$ cat config.mk
export PLATFORM = sky130hd
export DESIGN_NAME = mesh_traffic_gen
export DESIGN_NICKNAME = d
export VERILOG_FILES = /design/src/rtl/mesh_tg_pkg.sv /design/src/rtl/mesh_tg_lfsr.sv /design/src/rtl/mesh_tg_dest.sv /design/src/rtl/mesh_traffic_gen.sv
export SDC_FILE = /design/constraint.sdc
export NUM_CORES = 1
export LEC_CHECK = 0
export ABC_AREA = 1
export BUFFER_PORTS_ARGS = -buffer_cell sky130_fd_sc_hd__clkbuf_2
export CAP_MARGIN = 20
export CORE_MARGIN = 2
export CORE_UTILIZATION = 51
export DETAILED_ROUTE_END_ITERATION = 8
export HOLD_SLACK_MARGIN = 0.12
export PLACE_DENSITY_LB_ADDON = 0.05
export SYNTH_ARGS = -nofsm -noshare
export SYNTH_HDL_FRONTEND = slang
export SYNTH_HIERARCHICAL = 1
export SYNTH_SLANG_ARGS = --single-unit
$ cat constraint.sdc
create_clock -name clk -period 1.95 [get_ports clk]
set_clock_uncertainty 0.2 [all_clocks]
set_input_delay 0.39 -clock clk [delete_from_list [all_inputs] [get_ports clk]]
set_output_delay 0.39 -clock clk [all_outputs]
set_load 0.005 [all_outputs]
$ cat src/rtl/mesh_tg_pkg.sv
package mesh_tg_pkg;

   typedef enum logic [1:0] {
      PAT_UNIFORM   = 2'd0,
      PAT_BITCOMP   = 2'd1,
      PAT_TRANSPOSE = 2'd2,
      PAT_OFF       = 2'd3
   } pattern_e;

   typedef enum logic {
      ST_RUN    = 1'b0,
      ST_REDRAW = 1'b1
   } gen_state_e;

   // Galois feedback masks (right-shifting form) for maximal-length registers
   function automatic logic [31:0] lfsr_taps(input int w);
      case (w)
         8:       return 32'h0000_00B8;
         16:      return 32'h0000_B400;
         24:      return 32'h00E1_0000;
         32:      return 32'hA300_0000;
         default: return 32'h0000_0000;
      endcase
   endfunction

   function automatic bit is_pow2(input int v);
      return (v > 0) && ((v & (v - 1)) == 0);
   endfunction

endpackage

$ cat src/rtl/mesh_tg_lfsr.sv
module mesh_tg_lfsr
   import mesh_tg_pkg::*;
#(
   parameter int               W     = 16,
   parameter int               OUT_W = 8,
   parameter logic [W-1:0]     SEED  = '1
) (
   input  logic             clk,
   input  logic             rst_n,
   input  logic             step,
   output logic [OUT_W-1:0] sample
);
   localparam logic [31:0]  TAPS_FULL = lfsr_taps(W);
   localparam logic [W-1:0] TAPS      = TAPS_FULL[W-1:0];

   if (TAPS_FULL == 32'd0) begin : g_bad_width
      $error("mesh_tg_lfsr: unsupported width %0d", W);
   end
   if (SEED == '0) begin : g_bad_seed
      $error("mesh_tg_lfsr: seed must be nonzero");
   end
   if (OUT_W > W) begin : g_bad_out
      $error("mesh_tg_lfsr: OUT_W exceeds W");
   end

   logic [W-1:0] q;

   always_ff @(posedge clk) begin
      if (!rst_n) begin
         q <= SEED;
      end else if (step) begin
         q <= q[0] ? ((q >> 1) ^ TAPS) : (q >> 1);
      end
   end

   assign sample = q[OUT_W-1:0];

endmodule

$ cat src/rtl/mesh_tg_dest.sv
module mesh_tg_dest
   import mesh_tg_pkg::*;
#(
   parameter int MESH_X = 4,
   parameter int MESH_Y = 4,
   parameter int SRC_X  = 0,
   parameter int SRC_Y  = 0,
   parameter int XW     = 2,
   parameter int YW     = 2
) (
   input  pattern_e          pattern,
   input  logic [XW+YW-1:0]  rnd,
   output logic [XW-1:0]     dst_x,
   output logic [YW-1:0]     dst_y,
   output logic              silent,
   output logic              redraw
);
   localparam logic [XW-1:0] SX = XW'(SRC_X);
   localparam logic [YW-1:0] SY = YW'(SRC_Y);

   logic [XW-1:0] tr_x;
   logic [YW-1:0] tr_y;
   logic          tr_silent;

   if (MESH_X == MESH_Y) begin : g_square
      assign tr_x      = XW'(SRC_Y);
      assign tr_y      = YW'(SRC_X);
      assign tr_silent = (SRC_X == SRC_Y);
   end else begin : g_rect
      localparam bit OUTSIDE = (SRC_Y >= MESH_X) || (SRC_X >= MESH_Y);
      assign tr_x      = OUTSIDE ? SX : XW'(SRC_Y);
      assign tr_y      = OUTSIDE ? SY : YW'(SRC_X);
      assign tr_silent = OUTSIDE || (SRC_X == SRC_Y);
   end

   always_comb begin
      dst_x  = SX;
      dst_y  = SY;
      silent = 1'b0;
      redraw = 1'b0;
      case (pattern)
         PAT_UNIFORM: begin
            dst_x  = rnd[XW-1:0];
            dst_y  = rnd[XW+YW-1:XW];
            redraw = (rnd[XW-1:0] == SX) && (rnd[XW+YW-1:XW] == SY);
         end
         PAT_BITCOMP: begin
            dst_x = ~SX;
            dst_y = ~SY;
         end
         PAT_TRANSPOSE: begin
            dst_x  = tr_x;
            dst_y  = tr_y;
            silent = tr_silent;
         end
         default: begin
            silent = 1'b1;
         end
      endcase
   end

endmodule

$ cat src/rtl/mesh_traffic_gen.sv
module mesh_traffic_gen
   import mesh_tg_pkg::*;
#(
   parameter int                 MESH_X  = 4,
   parameter int                 MESH_Y  = 4,
   parameter int                 SRC_X   = 1,
   parameter int                 SRC_Y   = 3,
   parameter int                 LFSR_W  = 16,
   parameter logic [LFSR_W-1:0]  SEED    = 16'hACE1,
   parameter int                 RATE_W  = 8,
   parameter int                 MAX_LEN = 8,
   localparam int                XW      = $clog2(MESH_X),
   localparam int                YW      = $clog2(MESH_Y),
   localparam int                LW      = $clog2(MAX_LEN),
   localparam int                OLW     = $clog2(MAX_LEN + 1)
) (
   input  logic              clk,
   input  logic              rst_n,
   input  logic [1:0]        cfg_pattern,
   input  logic [RATE_W-1:0] cfg_rate,
   input  logic [LW-1:0]     cfg_len_m1,
   output logic              out_valid,
   input  logic              out_ready,
   output logic [XW-1:0]     out_src_x,
   output logic [YW-1:0]     out_src_y,
   output logic [XW-1:0]     out_dst_x,
   output logic [YW-1:0]     out_dst_y,
   output logic [OLW-1:0]    out_len
);
   localparam int HALF = LFSR_W / 2;
   localparam logic [LFSR_W-1:0] DEST_SEED = {SEED[HALF-1:0], SEED[LFSR_W-1:HALF]};

   // elaboration-time parameter checks
   if (!is_pow2(MESH_X) || MESH_X < 2) begin : g_chk_mx
      $error("MESH_X must be a power of two, at least 2");
   end
   if (!is_pow2(MESH_Y) || MESH_Y < 2) begin : g_chk_my
      $error("MESH_Y must be a power of two, at least 2");
   end
   if (SRC_X < 0 || SRC_X >= MESH_X || SRC_Y < 0 || SRC_Y >= MESH_Y) begin : g_chk_src
      $error("source coordinates outside the mesh");
   end
   if (RATE_W > LFSR_W || XW + YW > LFSR_W || (LFSR_W % 2) != 0) begin : g_chk_lfsr
      $error("LFSR_W too narrow or odd");
   end
   if (!is_pow2(MAX_LEN) || MAX_LEN < 2) begin : g_chk_len
      $error("MAX_LEN must be a power of two, at least 2");
   end

   gen_state_e        state_q;
   logic              vld_q;
   logic [XW-1:0]     dst_x_q;
   logic [YW-1:0]     dst_y_q;
   logic [OLW-1:0]    len_q;

   logic [RATE_W-1:0] rate_sample;
   logic [XW+YW-1:0]  dest_rnd;
   logic [XW-1:0]     cand_x;
   logic [YW-1:0]     cand_y;
   logic              cand_silent;
   logic              cand_redraw;
   logic              in_redraw;
   logic              free;
   logic              hit;
   pattern_e          pat_sel;

   assign in_redraw = (state_q == ST_REDRAW);
   assign free      = !in_redraw && (!vld_q || out_ready);
   assign hit       = free && (rate_sample < cfg_rate);
   assign pat_sel   = in_redraw ? PAT_UNIFORM : pattern_e'(cfg_pattern);

   mesh_tg_lfsr #(
      .W     (LFSR_W),
      .OUT_W (RATE_W),
      .SEED  (SEED)
   ) u_rate_lfsr (
      .clk    (clk),
      .rst_n  (rst_n),
      .step   (free),
      .sample (rate_sample)
   );

   mesh_tg_lfsr #(
      .W     (LFSR_W),
      .OUT_W (XW + YW),
      .SEED  (DEST_SEED)
   ) u_dest_lfsr (
      .clk    (clk),
      .rst_n  (rst_n),
      .step   (1'b1),
      .sample (dest_rnd)
   );

   mesh_tg_dest #(
      .MESH_X (MESH_X),
      .MESH_Y (MESH_Y),
      .SRC_X  (SRC_X),
      .SRC_Y  (SRC_Y),
      .XW     (XW),
      .YW     (YW)
   ) u_dest (
      .pattern (pat_sel),
      .rnd     (dest_rnd),
      .dst_x   (cand_x),
      .dst_y   (cand_y),
      .silent  (cand_silent),
      .redraw  (cand_redraw)
   );

   always_ff @(posedge clk) begin
      if (!rst_n) begin
         state_q <= ST_RUN;
         vld_q   <= 1'b0;
         dst_x_q <= '0;
         dst_y_q <= '0;
         len_q   <= '0;
      end else begin
         case (state_q)
            ST_RUN: begin
               if (free) begin
                  if (hit && !cand_silent && !cand_redraw) begin
                     vld_q   <= 1'b1;
                     dst_x_q <= cand_x;
                     dst_y_q <= cand_y;
                     len_q   <= OLW'(cfg_len_m1) + OLW'(1);
                  end else if (hit && cand_redraw) begin
                     vld_q   <= 1'b0;
                     state_q <= ST_REDRAW;
                     len_q   <= OLW'(cfg_len_m1) + OLW'(1);
                  end else begin
                     vld_q   <= 1'b0;
                  end
               end
            end
            default: begin
               if (!cand_redraw) begin
                  vld_q   <= 1'b1;
                  dst_x_q <= cand_x;
                  dst_y_q <= cand_y;
                  state_q <= ST_RUN;
               end
            end
         endcase
      end
   end

   assign out_valid = vld_q;
   assign out_src_x = XW'(SRC_X);
   assign out_src_y = YW'(SRC_Y);
   assign out_dst_x = dst_x_q;
   assign out_dst_y = dst_y_q;
   assign out_len   = len_q;

endmodule

-- Word-level counts from Yosys, hierarchy flattened
Index checks and enable logic that the tools add are counted.
- register bits: 42
- input bits: 16
- output and inout port bits: 13
- add/subtract/negate cells: 1
- $lt $le $gt $ge: 1
- equal/unequal tests: 5
- multiplexer cells: 25
- bitwise operators: 3
- reduce and logical (&&, ||, !) cells: 18
- operators by type and width (cell ; count):
    16-bit two-way mux ; 2
    2-bit two-way mux ; 9
    2-bit one-hot mux with 3 select lines ; 2
    1-bit two-way mux ; 10
    8-bit less-than comparator ; 1
    4-bit two-way mux ; 2
    3-bit inverter with 4-bit output ; 2
    1-bit logical AND ; 6
    3-bit AND reduction ; 2
    2-bit nonzero test ; 3
    3-bit by 1-bit adder with 4-bit output, second input constant ; 1
    2-bit by 1-bit == test with 1-bit output, second input constant ; 2
    2-bit == test, second input constant ; 2
    1-bit zero test ; 3
    3-bit OR reduction ; 1
    2-bit zero test ; 1
    2-bit != test, second input constant ; 1
    2-bit AND reduction ; 1
    1-bit logical OR ; 1
    1-bit inverter ; 1

-- Depth between registers and ports, before layout
- depth in word-level cells: 9
- gate-level depth with buffers: 12
- gate-level depth less buffers: 11

-- By module
Netlist, hierarchy kept.
- modules (own cells, without submodules) (module ; instances ; cells an instance ; area each (um^2) ; sequential area each (um^2)):
    mesh_traffic_gen ; 1 ; 108 ; 730.7 ; 200.2
    mesh_tg_lfsr (u_rate_lfsr) ; 1 ; 88 ; 679.4 ; 320.3
    mesh_tg_lfsr (u_dest_lfsr) ; 1 ; 85 ; 675.6 ; 320.3
    mesh_tg_dest ; 1 ; 19 ; 110.1 ; 0.0

-- Least setup slack after synthesis
No wires, ideal clock.
- kind: input to register
- start: input port cfg_pattern[1]
- end: register dst_x_q[0] (netlist: out_dst_x[0])
- library setup time: 115 ps
- data arrival time: 1596 ps
- data required time: 1635 ps
- slack: 39 ps
- stages: 10
- path through: inv_1 nor2_1 inv_2 ha_1 nand2_1 nor2_1 nor3_1 nand3_4 a21oi_1 nor2_1
- longest elaborated chain between the ends: 7
- elaborated cells on any way between the ends: 17
- ends and longest elaborated chain (what ; RTL line ; source):
    from (decl) ; mesh_traffic_gen.sv:19 ; input logic [1:0] cfg_pattern,
    2-bit two-way mux * ; mesh_traffic_gen.sv:70 ; assign pat_sel = in_redraw ? PAT_UNIFORM : pattern_e'(cfg_pattern);
    named net pat_sel[1] ; mesh_traffic_gen.sv:65 ; pattern_e pat_sel;
    2-bit zero test * ; mesh_tg_dest.sv:41 ; case (pattern)
    1-bit two-way mux * ; mesh_tg_dest.sv:41 ;
    named net cand_redraw ; mesh_traffic_gen.sv:61 ; logic cand_redraw;
    1-bit zero test ; -- ;
    1-bit logical AND ; mesh_traffic_gen.sv:121 ; if (hit && !cand_silent && !cand_redraw) begin
    2-bit nonzero test (no line) ; -- ;
    3-bit AND reduction (no line) * ; -- ;
    to (signal assigned) ; mesh_traffic_gen.sv:123 ; dst_x_q <= cand_x;
    to (signal assigned) ; mesh_traffic_gen.sv:138 ; dst_x_q <= cand_x;
    to (decl) ; mesh_traffic_gen.sv:52 ; logic [XW-1:0] dst_x_q;
The timed path passes the listed nets; every way through them passes the cells marked *. The select of a mux whose other input is x is not followed.
A chain may end at the register's enable or synchronous reset.

-- Worst setup path after layout
- start: register state_q (netlist: in_redraw)
- end: register len_q[2] (netlist: out_len[2])
- longest elaborated chain between the ends: 7
- elaborated cells on any way between the ends: 17
- ends and longest elaborated chain (what ; RTL line ; source):
    from (decl) ; mesh_traffic_gen.sv:50 ; gen_state_e state_q;
    from (signal assigned) ; mesh_traffic_gen.sv:112 ; state_q <= ST_RUN;
    from (signal assigned) ; mesh_traffic_gen.sv:128 ; state_q <= ST_REDRAW;
    from (signal assigned) ; mesh_traffic_gen.sv:140 ; state_q <= ST_RUN;
    2-bit two-way mux * ; mesh_traffic_gen.sv:70 ;
    named net pat_sel[0] ; mesh_traffic_gen.sv:65 ;
    2-bit zero test * ; mesh_tg_dest.sv:41 ;
    1-bit two-way mux * ; mesh_tg_dest.sv:41 ;
    named net cand_redraw ; mesh_traffic_gen.sv:61 ;
    1-bit zero test ; -- ;
    1-bit logical AND ; mesh_traffic_gen.sv:121 ;
    2-bit nonzero test (no line) ; -- ;
    3-bit AND reduction (no line) ; -- ;
    to (signal assigned) ; mesh_traffic_gen.sv:125 ; len_q <= OLW'(cfg_len_m1) + OLW'(1);
    to (signal assigned) ; mesh_traffic_gen.sv:129 ; len_q <= OLW'(cfg_len_m1) + OLW'(1);
    to (decl) ; mesh_traffic_gen.sv:54 ; logic [OLW-1:0] len_q;
The timed path passes the listed nets; every way through them passes the cells marked *.

==> Flow_metrics.wiki <==
{| class="wikitable"
! Metric !! Value
|-
| Outcome || finished clean
|-
| Die X-Extent || just under 70 um
|-
| Clock H-tree levels || 2
|-
| Sw Ratio || roughly 28%
|-
| Total congestion overflow after global routing || 0
|-
| Dpl ws || -0.103 ns
|-
| Clock network power share || roughly a third
|-
| GRT Resource Usage Total || 18.0%
|-
| TritonCTS clock tree || yes
|-
| Met2 usage || between 20% and 30%
|-
| GP Congestion || 0.773
|-
| Tightest hold margin || about 0.22 ns
|-
| WP data arrival || 1.81 ns
|-
| Routing usage on met1 || between 20% and 30%
|-
| Final number of hold-violating endpoints || 0
|-
| Initial DRC count || slightly below 100
|-
| Peak supply drop || approximately 0.47 mV
|-
| Post CTS Setup Buffer Count || 0
|-
| Layer with the highest usage || met2
|-
| Die extent in y || just under 70 um
|-
| Post-CTS Hold Buffers || 0
|-
| Post-route setup slack || roughly 0.15 ns
|-
| Pwr/cell area || about 860 nW/um^2
|-
| Met3 usage || ~3.6%
|-
| Post-layout net count || approximately 350
|-
| Wire length of the first global-routing pass || slightly above 7000 um
|-
| Largest net degree at the start of global routing || 21
|-
| Clk Latency, worst-skew pair || approximately 0.29 ns
|-
| Final max-slew violation count || 0
|-
| CTS Root Buffer Type || sky130_fd_sc_hd__clkbuf_8
|-
| Maximum clock rate || around 560 MHz
|-
| Register area share after synthesis || 38.3%
|-
| Final worst path period share || slightly above 90%
|-
| Post-CTS sizing || 0
|-
| Number of buffers inserted during clock tree synthesis || 5
|-
| Vias per inst || 4.69
|-
| Port-buffer cells || 24
|-
| Critical path required time || about 2 ns
|-
| Count of maximum capacitance violations || 0
|-
| Mean area per synthesized cell || about 7.3 um^2
|-
| CP max FO || 4
|-
| Cell-internal power || 0.00151 W
|-
| Share of final-layout standard cells stronger than drive strength 1 || about a fifth
|-
| Unique masters post-synth || 28
|-
| Vias || roughly 1800
|-
| Post-Syn Instances || 300
|-
| Number of warnings printed during yosys synthesis || 6
|-
| Part of the total power dissipated in sequential elements || between 40% and 50%
|-
| Ranking of synthesized cells by area || sky130_fd_sc_hd__dfxtp_1 (38%), sky130_fd_sc_hd__nand2_1 (11%), sky130_fd_sc_hd__inv_1 (6.8%), sky130_fd_sc_hd__ha_1 (6.3%), sky130_fd_sc_hd__nor2_1 (5.8%)
|-
| Class of the most critical hold timing path || in -> reg
|-
| Syn-to-layout area delta || 10.8%
|-
| Number of global-route vias before repair || around 1700
|-
| Number of failing setup endpoints in the final timing report || 0
|-
| CTS Sinks || between 40 and 50
|-
| Leak Pwr || roughly 1.3 nW
|-
| Total Power Consumption || around 0.0021 W
|-
| Clock transition at the register clock pins on the worst setup and hold paths after CTS || roughly 0.080 ns
|-
| Remaining number of nets flagged by the antenna check after routing || 0
|-
| Cell Area, Synth || 2200 um^2
|-
| RSZ-0062 raised after global routing || true
|-
| Sequence of cells on the critical path || nor2_2 > inv_1 > ha_1 > nand2_1 > nor2_2 > inv_1 > a21oi_2 > buf_4 > nand4_1 > a21oi_1
|-
| Final HPWL DP || slightly below 3000 um
|-
| CTS max path bufs || 2
|-
| Non-filler cells, final || ~380
|-
| Part of the total power dissipated in combinational logic || about 20%
|-
| Category of the worst setup path launch point || flop
|-
| Placeable core region || 4060 um^2
|-
| Placed Instances || 369
|-
| Antenna diode count || 0
|-
| Critical-path top delay cell || sky130_fd_sc_hd__dfxtp_2
|-
| Count of standard-cell rows || 23
|-
| DRT Pass-1 Iters || 4
|-
| Final WL || 3940 um
|-
| Class of the most critical setup path || reg -> reg
|-
| Power dissipated by switching net loads || 0.000589 W
|-
| Initial core utilization || 54.1%
|-
| Post-detailed-route DRC marker count || 0
|-
| Sort of element at the end of the critical path || flop
|-
| Share of the synthesized area in the top cell type || a little under two fifths
|-
| Crit path time final || 1.80 ns
|-
| Cell type with the highest aggregate area in the netlist || sky130_fd_sc_hd__dfxtp_1
|-
| Flop and latch count out of synthesis || between 40 and 50
|-
| Overall die area || just under 5000 um^2
|-
| I/O pin cnt || 29
|-
| Initial antenna violation count || 0
|-
| Drt wl/cell || ~10 um
|-
| Maximum single-stage delay on the critical path || approximately 0.36 ns
|}
-- power groups by stage --
stage               Sequential (W)  Combinational, W  Clock [W]
floorplan                  0.00101          0.000339          0
global placement           0.00102          0.000400          0
detailed placement         0.00102          0.000406          0
CTS                        0.00100          0.000409   0.000702
global route               0.00102          0.000481   0.000737
finish                     0.00100          0.000413   0.000682
-- cell usage in the layout (no fill, tap or decap), types with 2 or more instances in the layout --
cell type,netlist,final
sky130_fd_sc_hd__o211ai_1,2,2
sky130_fd_sc_hd__nand3_1,22,22
sky130_fd_sc_hd__conb_1,2,5
sky130_fd_sc_hd__ha_1,11,11
sky130_fd_sc_hd__o21ai_1,7,7
sky130_fd_sc_hd__nor2_1,34,32
sky130_fd_sc_hd__inv_1,40,40
sky130_fd_sc_hd__nor2_2,2,4
sky130_fd_sc_hd__nand2_1,65,65
sky130_fd_sc_hd__nand4_1,4,4
sky130_fd_sc_hd__clkbuf_2,0,24
sky130_fd_sc_hd__buf_4,16,16
sky130_fd_sc_hd__clkbuf_8,0,5
sky130_fd_sc_hd__dfxtp_1,42,41
sky130_fd_sc_hd__a21oi_2,4,6
sky130_fd_sc_hd__a21oi_1,18,16
sky130_fd_sc_hd__nand2_2,2,2
sky130_fd_sc_hd__o21ai_0,10,10
sky130_fd_sc_hd__inv_2,2,2
-- flip-flops by register name, indices dropped and copies added, names as in the netlist --
name and count:
u_rate_lfsr/q 16, out_dst_y 2, u_dest_lfsr/q 16, in_redraw 1, out_valid 1, out_len 4
out_dst_x 2
-- critical path: cells and delay by family (launching register included) --
kind | cells | cell delay (ns)
AO/OA/AOI/OAI | 2 | 0.32
adder cells (fa/ha/maj) | 1 | 0.17
buffers and inverters | 3 | 0.30
flip-flops | 1 | 0.36
AND/OR/NAND/NOR | 4 | 0.38
-- logic make-up after synthesis --
kind of cell	share of synthesized area, %
buffers and inverters	17.5
DFF	38.3
adders and majority gates	6.27
other	0.342
AOI/OAI and AO/OA	11.0
and+or+nand+nor	26.2
xor gates and xnor gates	0.399
-- per-layer routing --
metal,vias up,part of all wire [%]
met5,-,0
met4,0,1.4
met3,5,4.7
met2,36,43
met1,756,51
li1,973,-
-- path summary, 6_finish.rpt --
kind                                 start                       endpoint  slack, ns  depth (start not counted)
max                   in_redraw$_SDFF_PN0_        out_len[2]$_SDFFE_PN0P_       0.15                         10
min                          cfg_len_m1[0]        out_len[0]$_SDFFE_PN0P_       0.22                          4
max reg2reg           in_redraw$_SDFF_PN0_        out_len[2]$_SDFFE_PN0P_       0.15                         10
min reg2reg  u_rate_lfsr/q[8]$_SDFFE_PN0P_  u_rate_lfsr/q[7]$_SDFFE_PN1P_       0.27                          2
-- per-stage QoR --
stage	cell area (um^2)	util, %	setup TNS [ns]
floorplan	2210	-	0
global placement	2300	56.8	-0.218
detailed placement	2300	56.8	-0.459
CTS	2410	59.5	0
global route	2430	59.9	-0.0146
finish	2430	59.9	0
-- cell usage after synthesis, drive strengths merged --
cell    number
nor3         3
xor2         1
a21oi       22
conb         2
nand3       23
buf         24
ha          11
nor2        36
nand4        4
nand2       67
dfxtp       42
o211ai       2
a21o         1
o21ai       18
inv         44
-- layout make-up --
class | count | area [um^2]
clock inverter | 2 | 37.5
fill | 412 | 1630
inverter | 44 | 178
sequential | 42 | 842
timing repair buffer | 40 | 240
clock buffer | 6 | 72.6
multi-input combinational | 193 | 1000
tap | 50 | 62.6
No activity file was read; power rests on OpenSTA's default activity.
